## src/rtl/ipi_dest_match.sv

```systemverilog
module ipi_dest_match #(
  parameter int ID_W = 8,
  parameter logic [2:0] LOWPRI_CODE = 3'b001
) (
  input  logic            clk,
  input  logic            rst_n,
  input  logic            msg_valid,
  input  logic            dest_logical,
  input  logic [ID_W-1:0] dest_field,
  input  logic [1:0]      shorthand,
  input  logic [2:0]      deliv_mode,
  input  logic [ID_W-1:0] sender_id,
  input  logic [ID_W-1:0] local_id,
  input  logic [ID_W-1:0] logical_id,
  input  logic            cluster_fmt,
  input  logic            narrow_ids,
  output logic            out_valid,
  output logic            accept,
  output logic            illegal,
  output logic            lp_candidate
);
  localparam int NIB = ID_W / 2;

  logic phys_bcast, phys_hit, log_hit, flat_hit, clus_hit, same_id;
  logic addr_hit, is_lp, bad_combo;

  assign phys_bcast = narrow_ids ? (&dest_field[NIB-1:0]) : (&dest_field);
  assign phys_hit   = phys_bcast |
                      (narrow_ids ? (dest_field[NIB-1:0] == local_id[NIB-1:0])
                                  : (dest_field == local_id));

  assign flat_hit = |(dest_field & logical_id);
  assign clus_hit = ((dest_field[ID_W-1:NIB] == logical_id[ID_W-1:NIB]) ||
                     (&dest_field[ID_W-1:NIB])) &&
                    (|(dest_field[NIB-1:0] & logical_id[NIB-1:0]));
  assign log_hit  = (&dest_field) | (cluster_fmt ? clus_hit : flat_hit);

  assign same_id = narrow_ids ? (sender_id[NIB-1:0] == local_id[NIB-1:0])
                              : (sender_id == local_id);

  always_comb begin
    case (shorthand)
      2'b01:   addr_hit = same_id;
      2'b10:   addr_hit = 1'b1;
      2'b11:   addr_hit = !same_id;
      default: addr_hit = dest_logical ? log_hit : phys_hit;
    endcase
  end

  assign is_lp     = (deliv_mode == LOWPRI_CODE);
  assign bad_combo = is_lp && (shorthand == 2'b00) && !dest_logical && phys_bcast;

  always_ff @(posedge clk) begin
    if (!rst_n) begin
      out_valid    <= 1'b0;
      accept       <= 1'b0;
      illegal      <= 1'b0;
      lp_candidate <= 1'b0;
    end else begin
      out_valid    <= msg_valid;
      accept       <= msg_valid && addr_hit && !is_lp;
      illegal      <= msg_valid && bad_combo;
      lp_candidate <= msg_valid && addr_hit && is_lp && !bad_combo;
    end
  end


  valid_follows_chk: assert property (@(posedge clk) disable iff (!rst_n)
    msg_valid |=> out_valid);


  quiet_after_idle_chk: assert property (@(posedge clk) disable iff (!rst_n)
    !msg_valid |=> !(out_valid || accept || illegal || lp_candidate));


  acc_cand_excl_chk: assert property (@(posedge clk) disable iff (!rst_n)
    $countones({accept, lp_candidate, illegal}) <= 1);


  all_shorthand_chk: assert property (@(posedge clk) disable iff (!rst_n)
    (msg_valid && shorthand == 2'b10 && deliv_mode != LOWPRI_CODE) |=> accept);


  illegal_lp_chk: assert property (@(posedge clk) disable iff (!rst_n)
    (msg_valid && deliv_mode == LOWPRI_CODE && shorthand == 2'b00 && !dest_logical
     && dest_field == {ID_W{1'b1}}) |=> (illegal && !accept && !lp_candidate));


  lp_no_accept_chk: assert property (@(posedge clk) disable iff (!rst_n)
    (msg_valid && deliv_mode == LOWPRI_CODE) |=> !accept);
endmodule

```

## config.mk

```make
export PLATFORM = sky130hd
export DESIGN_NAME = ipi_dest_match
export DESIGN_NICKNAME = d
export VERILOG_FILES = /design/src/rtl/ipi_dest_match.sv
export SDC_FILE = /design/constraint.sdc
export NUM_CORES = 1
export LEC_CHECK = 0
export CORE_MARGIN = 2
export CORE_UTILIZATION = 28
export DETAILED_ROUTE_END_ITERATION = 10
export GPL_ROUTABILITY_DRIVEN = 0
export PLACE_DENSITY = 0.77
export SLEW_MARGIN = 0
export SYNTH_ARGS = -nofsm -noshare
export SYNTH_HDL_FRONTEND = slang
export SYNTH_SLANG_ARGS = --single-unit
```

## constraint.sdc

```tcl
create_clock -name clk -period 2.1 [get_ports clk]
set_input_delay 0.42 -clock clk [delete_from_list [all_inputs] [get_ports clk]]
set_output_delay 0.42 -clock clk [all_outputs]
set_load 0.02 [all_outputs]
```

======== Yosys cells after proc, flatten, opt, wreduce, memory -nomap -nowiden ========
Cells that the tools add are included.
storage, ports and cells
  register bits after elaboration ......... 4
  latch bits .............................. 0
  RAM bits ................................ 0
  bits in read-only memories .............. 0
  input bits .............................. 43
  logic and storage cells ................. 43
  memories ................................ 0
cells by class
  $add $sub $neg .......................... 0
  multiply operators ...................... 0
  divide/modulo/power cells ............... 0
  order comparisons ....................... 0
  eq/ne operators ......................... 9
  shift-type cells ........................ 0
  mux-type cells .......................... 6
  bitwise logic cells ..................... 4
  reductions and logical operators ........ 20
operators by type and width
  cell                                                                   count
  8-bit equality test                                                    2
  4-bit equality test                                                    3
  1-bit logical AND                                                      9
  8-bit AND                                                              1
  4-bit AND reduction                                                    2
  8-bit AND reduction                                                    1
  8-bit OR reduction                                                     1
  1-bit 2-to-1 mux                                                       5
  4-bit AND                                                              1
  2-bit equality test, second input constant                             2
  1-bit zero test                                                        4
  4-bit OR reduction                                                     1
  3-bit by 1-bit equality test with 1-bit output, second input constant  1
  1-bit case mux with 3 select lines                                     1
  2-bit by 1-bit equality test with 1-bit output, second input constant  1
  2-bit zero test                                                        1
  1-bit bitwise OR                                                       2
  1-bit logical OR                                                       1

======== Longest topological paths before layout ========
  depth after elaboration ................. 10
  gate-level depth with buffers ........... 6
  mapped depth without buffers ............ 6

======== Worst setup path before layout ========
Ideal clock, no wire load.
  path kind ............................... input to register
  from .................................... input dest_field[5]
  to ...................................... register lp_candidate
  library setup time ...................... 0.061 ns
  data arrival time ....................... 1.694 ns
  slack ................................... 0.345 ns
  stages on the path ...................... 6
  buffers on the path ..................... 0
  path through ............................ ha_1 or4_1 a32oi_1 nor3_1 nor2_1 and4b_1
on the way
  longest elaborated chain between the ends .. 10
  elaborated cells between the ends (all ways) .. 20
ends and longest elaborated chain
  item                                                               RTL line  text
  start: declaration                                                 9         input logic [ID_W-1:0] dest_field,
  4-bit equality test / 4-bit AND reduction (equally long branches)  33, 34
  1-bit logical OR                                                   33        assign clus_hit = ((dest_field[ID_W-1:NIB] == logical_id[ID_W-1:NIB]) ||
  1-bit logical AND                                                  34        (&dest_field[ID_W-1:NIB])) &&
  1-bit 2-to-1 mux                                                   36        assign log_hit = (&dest_field) | (cluster_fmt ? clus_hit : flat_hit);
  1-bit bitwise OR                                                   36
  1-bit 2-to-1 mux                                                   46        default: addr_hit = dest_logical ? log_hit : phys_hit;
  1-bit case mux with 3 select lines                                 42        case (shorthand)
  1-bit logical AND (2 in series)                                    63        lp_candidate <= msg_valid && addr_hit && is_lp && !bad_combo;
  1-bit logical AND (*)                                              63
  end signal: assignment                                             63
  end: declaration                                                   20        output logic lp_candidate
Every way passes the cells marked *; elsewhere a longest branch is shown, timed or not.
A chain may end at the register's enable or synchronous reset.

======== Final worst setup path ========
Ends and elaborated chain as after synthesis.

==> flow_summary.json <==
{
  "rsz0062_at_grt": "no",
  "slew_headroom": 0.757,
  "crit_type": "input port to flip-flop",
  "row_count": 14,
  "areaGrowthSynthToFinish_pct": 123,
  "power_mw": 0.352,
  "netlist_area_um2": 472,
  "period_minus_slack_ns": 2.04,
  "arrival_ns": 2.22,
  "dieArea_mm2": 0.00203,
  "slew_viol_final": 0,
  "layout-drive-gt1-share": 0.150,
  "synthCells": 56,
  "max_clock_freq_mhz": 490,
  "min_from": "rst_n",
  "ys_seq_elements": 4,
  "cts_tree": "done",
  "die_w_um": 45.0,
  "synth_top_area_frac": 0.297,
  "critPathLaunchType": "input port",
  "root_buffer": "clkbuf_4",
  "fin_ws_ns": 0.0599,
  "nets": 162,
  "synth_area_leader_cell": "xnor2_1",
  "cts_sinks": 4,
  "synth-seq-area-share": 0.170,
  "synth_warnings": 0,
  "start_util": 0.306,
  "vdd_ir_drop_max_uv": 139,
  "hold_viol": 0,
  "htreeDepth": 1,
  "holdPathEnd": "illegal",
  "grt_start_max_net_pins": 5,
  "via_per_inst": 4.94,
  "wl_per_cell_um": 12.1,
  "num_vias": 637,
  "initialDrtViolationCount": 13,
  "max-cap-violations": 0,
  "numCtsBuffers": 3,
  "synthTopCellsByArea": "xnor2_1, dfxtp_1, ha_1",
  "drt-total-wl_um": 1560,
  "track_usage": 0.156,
  "outcome": "completed",
  "setup_viol": 0,
  "min_path_type": "input port to flip-flop",
  "antenna_found_initial": 0,
  "powerDensity_mw_per_mm2": 335,
  "cts_setup_buffers": 0,
  "pre_cts_ws_ns": -0.210,
  "io_buffer_count": 46,
  "final_area_mm2": 0.00105,
  "hpwl_um": 1340,
  "cts_buffer_depth": 2,
  "whs_path_depth": 3,
  "first_global_vias": 622,
  "clk_pin_slew_ns": 0.04,
  "insertedDiodeCount": 0,
  "drc": 0,
  "first_pass_iters": 4,
  "ios": 47,
  "drtAntennaViolNets": 0,
  "end_kind": "flip-flop",
  "worst-slew-pin-transition_ns": 0.361,
  "fin_crit_sh": 0.971,
  "grt-ovfl-total": 0,
  "required_ns": 2.28,
  "syn_nets": 103,
  "synth_area_per_cell_um2": 8.42,
  "core_area_mm2": 0.00154,
  "grt_pass1_wl_um": 2350,
  "synth.distinct_cells": 22,
  "crit_fanout": 2,
  "die_h_um": 45.0,
  "place_area_mm2": 0.00101,
  "p_leak_nw": 0.389
}
==> worst max-delay path, cell delays in order <==
cell and delay, ns:
clkdlybuf4s50_1 0.43, ha_1 0.30, or4_4 0.53, a32oi_2 0.19, nor3_2 0.08, nor2_1 0.09
and4b_1 0.18
==> per-layer routing <==
metal | vias to the layer above | GRT usage | wire, um
met5 | - | 0 | 0
met4 | 0 | 0.0824 | 0
met3 | 0 | 0.0200 | 112
met2 | 24 | 0.283 | 838
met1 | 286 | 0.175 | 606
li1 | 327 | - | -
==> metrics by stage <==
stage	util	std cells	hold slack (ns)	TNS [ns]
after floorplan	-	56	0.568	0
after global placement	0.657	126	1.03	-0.274
after detailed placement	0.657	126	1.04	-0.398
after CTS	0.671	129	0.795	0
after global routing	0.682	129	0.835	0
final	0.682	129	0.808	0
==> worst max path at each step <==
stage	from	end	slack, ns	cells past startpoint
6_report	dest_field[5]	lp_candidate	0.06	7
3_5_place_dp	dest_field[5]	lp_candidate	-0.21	7
4_1_cts	dest_field[5]	lp_candidate	0.03	7
2_1_floorplan	dest_field[5]	lp_candidate	0.35	6
5_1_grt	dest_field[5]	lp_candidate	0.02	7
3_3_place_gp	dest_field[5]	lp_candidate	-0.17	7
==> synth_stat cells <==
master / count
or3_1: 1
dfxtp_1: 4
and4b_1: 1
o21ai_0: 1
nor2_1: 4
or4_1: 1
nor3_1: 3
o221a_2: 1
nor4_1: 1
xnor2_1: 16
inv_1: 1
a22oi_1: 2
nor4_2: 1
a41oi_1: 2
nand4_1: 4
or3b_2: 1
nor2b_1: 1
ha_1: 4
a32oi_1: 1
nand2_1: 4
o22ai_1: 1
and3_1: 1
==> power breakdown <==
part	switching, mW	internal, mW
Combinational	0.0568	0.120
Clock	0.0321	0.0640
Sequential	0.000625	0.0788
==> registers in the layout, summed over array words and instances (netlist names) <==
name and count:
out_valid 1, lp_candidate 1, illegal 1, accept 1
==> area by class of cell <==
cell class / count / area, um2
clock buffer: 3 / 22.5
fill: 136 / 490
tap: 16 / 20.0
multi-input combinational: 51 / 404
sequential: 4 / 80.1
inverter: 1 / 3.75
timing repair buffer: 54 / 520
==> layout by cell type, fill, tap and decap left out <==
cell type	count
clkdlybuf4s50_1	46
buf_4	8
nor3_1	2
nand4_1	4
o221a_2	1
and3_1	1
ha_1	4
o21ai_0	1
xnor2_1	16
nor4_1	1
dfxtp_1	4
or4_4	1
nor4_2	1
nor2_1	4
nor2b_1	1
inv_1	1
a41oi_1	2
or3_1	1
nand2_1	4
clkbuf_4	3
nor3_2	1
a22oi_1	2
and4b_1	1
o22ai_1	1
a32oi_2	1
or3b_2	1
==> cells by family after synthesis <==
kind of cell,synth area share
simple gates,0.284
xor+xnor,0.297
compound gates,0.135
fa+ha+maj,0.106
flops,0.170
buf+inv,0.00795
==> what timing repair did <==
| action | in CTS | in global routing |
|---|---|---|
| hold buffers | 0 | 0 |
| resized for setup | 0 | 3 |
| setup endpoints to repair | 0 | 2 |
Power figures use the tool's default switching activity.
